## src/rtl/dac_chain_pkg.sv

```systemverilog
package dac_chain_pkg;

  typedef enum logic [2:0] {
    ST_IDLE,
    ST_LEAD,
    ST_LOW,
    ST_TAIL,
    ST_FIN
  } wr_state_t;

  function automatic int max2(input int a, input int b);
    return (a > b) ? a : b;
  endfunction

endpackage

```

## src/rtl/dac_chain_down_count.sv

```systemverilog
module dac_chain_down_count #(
  parameter int CW = 4
) (
  input  logic          clk,
  input  logic          rst,
  input  logic          load,
  input  logic [CW-1:0] load_val,
  input  logic          dec,
  output logic          zero
);

  logic [CW-1:0] cnt_q;

  always_ff @(posedge clk) begin
    if (rst) begin
      cnt_q <= '0;
    end else if (load) begin
      cnt_q <= load_val;
    end else if (dec && cnt_q != '0) begin
      cnt_q <= cnt_q - 1'b1;
    end
  end

  assign zero = (cnt_q == '0);

endmodule

```

## src/rtl/dac_chain_shifter.sv

```systemverilog
module dac_chain_shifter #(
  parameter int LEN = 36
) (
  input  logic           clk,
  input  logic           rst,
  input  logic           load,
  input  logic [LEN-1:0] load_val,
  input  logic           shift,
  output logic           msb
);

  logic [LEN-1:0] sreg_q;

  always_ff @(posedge clk) begin
    if (rst) begin
      sreg_q <= '0;
    end else if (load) begin
      sreg_q <= load_val;
    end else if (shift) begin
      sreg_q <= {sreg_q[LEN-2:0], 1'b0};
    end
  end

  assign msb = sreg_q[LEN-1];

endmodule

```

## src/rtl/dac_chain_writer.sv

```systemverilog
module dac_chain_writer
  import dac_chain_pkg::*;
#(
  parameter int WORD_W    = 6,
  parameter int NUM_CH    = 6,
  parameter int NUM_DEV   = 1,
  parameter int T_HIGH    = 2,
  parameter int T_LOW     = 5,
  parameter int T_DSETUP  = 1,
  parameter int T_DHOLD   = 5,
  parameter int T_ENSETUP = 5,
  parameter int T_ENHOLD  = 5
) (
  input  logic                               clk,
  input  logic                               rst,
  input  logic                               start,
  input  logic [NUM_DEV*NUM_CH*WORD_W-1:0]   codes,
  output logic                               busy,
  output logic                               done,
  output logic                               ser_data,
  output logic                               ser_clk,
  output logic                               ser_en_n
);

  localparam int TOTAL_BITS = NUM_DEV * NUM_CH * WORD_W;
  localparam int LEAD_CYC   = max2(T_HIGH, T_DSETUP);
  localparam int FIRST_CYC  = max2(LEAD_CYC, T_ENSETUP);
  localparam int LOW_CYC    = max2(T_LOW, T_DHOLD);
  localparam int T_MAX      = max2(max2(FIRST_CYC, LOW_CYC), T_ENHOLD);
  localparam int TW         = $clog2(T_MAX) + 1;
  localparam int BW         = $clog2(TOTAL_BITS) + 1;

  wr_state_t state_q;
  logic      sclk_q, en_n_q, busy_q, done_q;

  logic          t_load, t_zero;
  logic [TW-1:0] t_val;
  logic          b_load, b_dec, b_zero;
  logic          s_load, s_shift;

  // phase timer: a state that loads N-1 lasts N cycles
  dac_chain_down_count #(.CW(TW)) u_phase (
    .clk(clk), .rst(rst), .load(t_load), .load_val(t_val),
    .dec(1'b1), .zero(t_zero)
  );

  // bits remaining after the current one
  dac_chain_down_count #(.CW(BW)) u_bits (
    .clk(clk), .rst(rst), .load(b_load), .load_val(BW'(TOTAL_BITS - 1)),
    .dec(b_dec), .zero(b_zero)
  );

  // the flat code vector, MSB first, is already in transmit order
  dac_chain_shifter #(.LEN(TOTAL_BITS)) u_shift (
    .clk(clk), .rst(rst), .load(s_load), .load_val(codes),
    .shift(s_shift), .msb(ser_data)
  );

  always_comb begin
    t_load  = 1'b0;
    t_val   = '0;
    b_load  = 1'b0;
    b_dec   = 1'b0;
    s_load  = 1'b0;
    s_shift = 1'b0;
    case (state_q)
      ST_IDLE: if (start) begin
        t_load = 1'b1;
        t_val  = TW'(FIRST_CYC - 1);
        b_load = 1'b1;
        s_load = 1'b1;
      end
      ST_LEAD: if (t_zero) begin
        t_load = 1'b1;
        t_val  = TW'(LOW_CYC - 1);
      end
      ST_LOW: if (t_zero) begin
        t_load = 1'b1;
        if (b_zero) begin
          t_val = TW'(T_ENHOLD - 1);
        end else begin
          t_val   = TW'(LEAD_CYC - 1);
          b_dec   = 1'b1;
          s_shift = 1'b1;
        end
      end
      default: ;
    endcase
  end

  always_ff @(posedge clk) begin
    if (rst) begin
      state_q <= ST_IDLE;
      sclk_q  <= 1'b1;
      en_n_q  <= 1'b1;
      busy_q  <= 1'b0;
      done_q  <= 1'b0;
    end else begin
      done_q <= 1'b0;
      case (state_q)
        ST_IDLE: if (start) begin
          state_q <= ST_LEAD;
          en_n_q  <= 1'b0;
          busy_q  <= 1'b1;
        end
        ST_LEAD: if (t_zero) begin
          sclk_q  <= 1'b0;
          state_q <= ST_LOW;
        end
        ST_LOW: if (t_zero) begin
          sclk_q  <= 1'b1;
          state_q <= b_zero ? ST_TAIL : ST_LEAD;
        end
        ST_TAIL: if (t_zero) begin
          en_n_q  <= 1'b1;
          state_q <= ST_FIN;
        end
        ST_FIN: begin
          busy_q  <= 1'b0;
          done_q  <= 1'b1;
          state_q <= ST_IDLE;
        end
        default: state_q <= ST_IDLE;
      endcase
    end
  end

  assign busy     = busy_q;
  assign done     = done_q;
  assign ser_clk  = sclk_q;
  assign ser_en_n = en_n_q;

  AST_IDLE_CLK_HIGH: assert property (@(posedge clk) disable iff (rst)
    ser_en_n |-> ser_clk) else $error("clock low with enable inactive");

  AST_DONE_SINGLE: assert property (@(posedge clk) disable iff (rst)
    done |=> !done) else $error("done wider than one cycle");

  AST_DONE_AFTER_EN: assert property (@(posedge clk) disable iff (rst)
    done |-> (ser_en_n && $past(ser_en_n) && !$past(ser_en_n, 2) && !busy))
    else $error("done not one cycle after enable rise");

  AST_DATA_STILL_LOW: assert property (@(posedge clk) disable iff (rst)
    (!ser_clk && $past(!ser_clk)) |-> $stable(ser_data))
    else $error("data moved during low phase");

  AST_EN_CHANGES_CLK_HIGH: assert property (@(posedge clk) disable iff (rst)
    (ser_en_n != $past(ser_en_n)) |-> (ser_clk && $past(ser_clk)))
    else $error("enable moved near clock low");

  AST_BUSY_IN_FRAME: assert property (@(posedge clk) disable iff (rst)
    !ser_en_n |-> busy) else $error("enable low while not busy");

endmodule

```

## config.mk

```make
export PLATFORM = sky130hd
export DESIGN_NAME = dac_chain_writer
export DESIGN_NICKNAME = d
export VERILOG_FILES = /design/src/rtl/dac_chain_pkg.sv /design/src/rtl/dac_chain_down_count.sv /design/src/rtl/dac_chain_shifter.sv /design/src/rtl/dac_chain_writer.sv
export SDC_FILE = /design/constraint.sdc
export NUM_CORES = 1
export LEC_CHECK = 0
export ABC_CLOCK_PERIOD_IN_PS = 6400
export BUFFER_PORTS_ARGS = -buffer_cell sky130_fd_sc_hd__clkbuf_2
export CORE_UTILIZATION = 39
export CTS_CLUSTER_SIZE = 16
export DETAILED_ROUTE_END_ITERATION = 8
export GPL_TIMING_DRIVEN = 0
export SLEW_MARGIN = 20
export SYNTH_ARGS = -nofsm -noshare
export SYNTH_HDL_FRONTEND = slang
export SYNTH_SLANG_ARGS = --single-unit
```

## constraint.sdc

```tcl
create_clock -name clk -period 6.4 [get_ports clk]
set_input_delay 0.32 -clock clk [delete_from_list [all_inputs] [get_ports clk]]
set_output_delay 0.32 -clock clk [all_outputs]
set_load 0.005 [all_outputs]
```

== After elaboration in Yosys (flattened, before gate mapping) ==
Index checks and enable logic that the tools add are counted.

* Word-level logic and storage cells: 69
* Flip-flop bits (word level): 54
* Output and inout bits: 5

* Eq/ne operators: 8
* Add/sub/neg operators: 2
* Reduce and logical (&&, ||, !) cells: 18
* Mux-type cells: 32

{| class="wikitable"
|+ Operators with widths
! kind !! number
|-
| 36-bit two-way mux || 2
|-
| 3-bit two-way mux || 8
|-
| 6-bit two-way mux || 2
|-
| 3-bit case mux with 4 select lines || 1
|-
| 2-bit nonzero test || 6
|-
| 1-bit two-way mux || 11
|-
| 3-bit case mux with 3 select lines || 1
|-
| 4-bit two-way mux || 2
|-
| 2-bit inequality test (second input constant) || 4
|-
| 1-bit case mux with 2 select lines || 4
|-
| 7-bit logical NOT || 1
|-
| 7-bit nonzero test || 1
|-
| 7-bit by 1-bit subtractor with 7-bit output (second input constant) || 1
|-
| 3-bit by 2-bit equality test with 1-bit output (second input constant) || 2
|-
| 3-bit AND reduction || 2
|-
| 4-bit logical NOT || 1
|-
| 4-bit AND reduction || 1
|-
| 4-bit nonzero test || 1
|-
| 2-bit OR reduction || 2
|-
| 4-bit by 1-bit subtractor with 4-bit output (second input constant) || 1
|-
| 3-bit by 1-bit equality test with 1-bit output (second input constant) || 1
|-
| 3-bit equality test (second input constant) || 1
|-
| 3-bit logical NOT || 1
|-
| 2-bit two-way mux || 1
|-
| other kinds (2) || 2
|}

== Longest topological paths before layout ==
* Word-level depth: 7
* Depth in mapped cells: 9
* Depth with buffers taken out: 6

== Hierarchy ==
From an unflattened synthesis, not the netlist that was laid out.

* Cells, all modules: 280
* Area, all modules: 2803.9 sq um

{| class="wikitable"
|+ By module, submodules not included
! module !! times used !! area each (sq um) !! cells each !! seq. area each (sq um)
|-
| dac_chain_shifter || 1 || 1732.9 || 160 || 720.7
|-
| dac_chain_down_count (u_bits) || 1 || 419.2 || 48 || 140.1
|-
| dac_chain_writer || 1 || 389.1 || 43 || 140.1
|-
| dac_chain_down_count (u_phase) || 1 || 262.8 || 29 || 80.1
|}

== Least setup slack after synthesis ==
OpenSTA, ideal clock, no wires.

* Path kind: reg2reg
* Start point: reg u_phase.cnt_q[0]
* End point: reg u_bits.cnt_q[6]
* Path buffers: 1
* Stages on the path, launching flop included: 8
* Path slack: 4260 ps
* Data required time: 6330 ps
* Library setup time: 70 ps
* Data arrival time: 2070 ps
* Period minus slack after synthesis: 2140 ps
* Cell sequence: dfxtp_1 > inv_1 > ha_1 > or3b_1 > buf_2 > or4_4 > or4_1 > a21oi_1

* Word-level cells in the longest chain between the ends: 4

{| class="wikitable"
|+ Ends and longest elaborated chain
! what !! RTL line !! source
|-
| from (decl) || dac_chain_down_count.sv:12 || <nowiki>logic [CW-1:0] cnt_q;</nowiki>
|-
| from (signal assigned) || dac_chain_down_count.sv:18 || <nowiki>cnt_q <= load_val;</nowiki>
|-
| from (signal assigned) || dac_chain_down_count.sv:20 || <nowiki>cnt_q <= cnt_q - 1'b1;</nowiki>
|-
| 4-bit logical NOT || dac_chain_down_count.sv:24 || <nowiki>assign zero = (cnt_q == '0);</nowiki>
|-
| 1-bit two-way mux || dac_chain_writer.sv:77 || <nowiki>ST_LOW: if (t_zero) begin</nowiki>
|-
| 1-bit two-way mux || dac_chain_writer.sv:66 || <nowiki>case (state_q)</nowiki>
|-
| 1-bit logical AND || dac_chain_down_count.sv:19 || <nowiki>end else if (dec && cnt_q != '0) begin</nowiki>
|-
| to (signal assigned) || dac_chain_down_count.sv:18 ||
|-
| to (signal assigned) || dac_chain_down_count.sv:20 ||
|-
| to (decl) || dac_chain_down_count.sv:12 ||
|}

Every way passes these cells.
A chain may end at the register's enable or synchronous reset.

== Final worst setup path ==
* Start point: reg u_phase.cnt_q[0]
* End point: reg u_shift.sreg_q[24]

* Word-level cells in the longest chain between the ends: 4

{| class="wikitable"
|+ Ends and longest elaborated chain
! what !! RTL line !! source
|-
| 4-bit logical NOT || dac_chain_down_count.sv:24 ||
|-
| 1-bit two-way mux || dac_chain_writer.sv:77 ||
|-
| 1-bit two-way mux || dac_chain_writer.sv:66 ||
|-
| 2-bit nonzero test (no source line) || - ||
|-
| to (signal assigned) || dac_chain_shifter.sv:18 || <nowiki>sreg_q <= load_val;</nowiki>
|-
| to (signal assigned) || dac_chain_shifter.sv:20 || <nowiki>sreg_q <= {sreg_q[LEN-2:0], 1'b0};</nowiki>
|-
| to (decl) || dac_chain_shifter.sv:12 || <nowiki>logic [LEN-1:0] sreg_q;</nowiki>
|}

Every way passes these cells.

==> metrics.md <==
| Metric | Value |
|---|---|
| Final #Nets | `395` |
| Synth cell types | `37` |
| Port Buffers | `43` |
| Global-route wire length before repair | `9.57 mm` |
| Leakage | `1.17 nW` |
| PD cells | `434 mW/mm^2` |
| Fin Clk Skew | `0.00681 ns` |
| #FFs+latches synth | `54` |
| FMAX | `412 MHz` |
| Router iterations before antenna repair | `4` |
| CTS H-Tree Depth | `2` |
| FILL cells | `635` |
| Root buffer cell | `clkbuf_8` |
| TritonCTS clock tree | `done` |
| Vias in the first global route | `2086` |
| CP Data Arrival Time | `2.64 ns` |
| CP Launch Type | `flip-flop` |
| Slew HR | `0.474` |
| Yosys warnings | `0` |
| Commonest non-fill, non-tap cell in the layout | `nor2_1` |
| Setup_tns | `0 ns` |
| Final wirelength | `5.57 mm` |
| Latest clock arrival within the worst-skew pair | `0.31 ns` |
| Die height | `80.0 um` |
| Share of cells above drive strength 1 | `0.175` |
| Finished Cell Area | `0.00279 mm^2` |
| IO Pins | `44` |
| Worst hold path class | `input pin to flip-flop` |
| Largest net degree at the start of global routing | `17` |
| Area share of the largest cell type after synthesis | `0.456` |
| Fin crit period | `2.43 ns` |
| Overflow after GRT | `0` |
| Cell area after synthesis | `0.00237 mm^2` |
| Hold Path Stages | `3` |
| Clock Sinks | `54` |
| Synth Instances | `303` |
| Worst IR Drop VDD | `0.000186 V` |
| Residual DRC | `0` |
| # diodes | `0` |
| Post-synthesis sequential area ratio | `0.456` |
| Die Width | `80.0 um` |
| Initial Utilization | `0.403` |
| Final Hold Viols | `0` |
| Final core occ | `0.473` |
| Gp weighted congestion | `0.746` |
| Synth-to-Final Area Change | `17.5%` |
| Initial antenna violation count | `0` |
| DP Worst Slack | `3.98 ns` |
| Std cell rows | `28` |
| Max Cap Viol | `0` |
| Crit path kind | `flip-flop to flip-flop` |
| Detail Placement HPWL | `3.94 mm` |
| Deepest clock path buffer count | `2` |
| Resized Gates After CTS | `0` |
| Crit share post-route | `0.379` |
| Syn nets | `345` |
| Synth area leaders | `dfxtp_1 46%, nor2_1 12%, nor4_1 9.5%` |
| Final Setup Violations | `0` |
| Worst Tran Pin Value | `0.778 ns` |
| Post-placement cell area | `0.00268 mm^2` |
| Crit. End Element | `flip-flop` |
| Status | `finished, final reports clean` |
| R2R depth | `8` |
| First-iteration detailed-routing DRC count | `108` |
| Core Area | `0.00589 mm^2` |
| Postcts setup bufs | `0` |
| Cts hold-fix bufs | `0` |
| Number of vias in the routed layout | `2233` |
| Vias per inst | `5.21` |
| Worst setup margin | `3.97 ns` |
| Post-DR wirelength/cell | `13.0 um` |
| Tot GR Track Use | `0.192` |
| Data required time of the critical path | `6.61 ns` |
| Pins Over Slew Limit | `0` |
| Synth area leader | `dfxtp_1` |
| RSZ-0062 raised after global routing | `false` |
| Die area | `0.00640 mm^2` |
| Antenna viol nets, final | `0` |
| Synth Area per Inst | `7.83 um^2` |
| Cts bufs inserted | `5` |
| Worst-path clk slew | `0.10 ns` |
| Peak fanout along the critical path | `10` |
| Most frequent cells in the layout | `78 x nor2_1, 54 x dfxtp_1, 43 x clkbuf_2` |
-- sequential cells by signal, summed over array words and instances, names as in the netlist --
name	count
ser_clk	1
busy	1
u_shift.sreg_q	36
ser_en_n	1
state_q	3
u_phase.cnt_q	4
done	1
u_bits.cnt_q	7
-- synthesized netlist by cell type, drive strengths merged --
master,instances
buf,9
a21oi,8
a2111oi,2
clkbuf,16
nor3,41
nand3b,1
inv,5
or4,4
a211oi,5
a31oi,4
dfxtp,54
nor4b,2
or3b,3
mux2i,1
xor2,1
nor2b,2
o211ai,1
o21ai,4
ha,3
and2,1
nand3,1
nor4,36
a21o,1
o31ai,3
a311oi,1
or3,3
a211o,1
nor2,78
nor3b,1
and3,1
nand2b,3
nand2,7
-- through the flow --
stage | hold slack, ns | power [mW] | cells
finish | 0.240 | 1.21 | 429
floorplan | 0.443 | 0.881 | 303
detailed placement | 0.463 | 1.00 | 421
CTS | 0.241 | 1.22 | 429
global placement | 0.459 | 0.994 | 421
global route | 0.244 | 1.32 | 429
-- metal layers --
metal,wire (um),global-route usage,up-vias,part of all wire
met3,179,0.0377,9,0.032
met2,2480,0.302,38,0.44
met4,79,0.0554,0,0.014
met5,0,0,-,0
met1,2840,0.264,1005,0.51
li1,-,-,1181,-
-- worst max-delay path: stages, from the launching register on --
cell      delay (ns)
dfxtp_1         0.34
inv_1           0.09
ha_1            0.21
or3b_1          0.35
buf_2           0.17
a211oi_1        0.52
buf_2           0.33
nor3_1          0.07
nor4_1          0.25
-- power breakdown --
part           total, mW  switching [mW]  internal [mW]
Clock              0.213           0.113         0.0994
Sequential         0.513          0.0647          0.449
Combinational      0.484           0.284          0.200
-- area by class of cell --
class / instances / area (um^2) / area share
Buffer: 25 / 104 / 0.0373
Clock buffer: 7 / 96.3 / 0.0346
Clock inverter: 1 / 8.76 / 0.00314
Inverter: 5 / 18.8 / 0.00674
Multi-Input combinational cell: 219 / 1170 / 0.419
Sequential cell: 54 / 1080 / 0.388
Tap cell: 75 / 93.8 / 0.0337
Timing Repair Buffer: 43 / 215 / 0.0773
-- worst paths after layout --
check,start,to,slack (ns)
hold reg to reg,u_bits.cnt_q[0]$_SDFFE_PP0P_,u_bits.cnt_q[0]$_SDFFE_PP0P_,0.48
hold / removal,codes[0],u_shift.sreg_q[0]$_SDFFE_PP0P_,0.24
setup / recovery,u_phase.cnt_q[0]$_SDFFE_PP0P_,u_shift.sreg_q[24]$_SDFFE_PP0P_,3.97
setup reg to reg,u_phase.cnt_q[0]$_SDFFE_PP0P_,u_shift.sreg_q[24]$_SDFFE_PP0P_,3.97
-- cells by family after synthesis --
kind of cell    Yosys count  share of synthesized area
xor+xnor                  1                    0.00369
fa+ha+maj                 3                     0.0158
simple gates            184                      0.386
compound gates           30                     0.0823
flops                    54                      0.456
buf+inv                  30                     0.0517
mux                       1                    0.00422
Note: power is estimated with default switching activity, not from simulation.
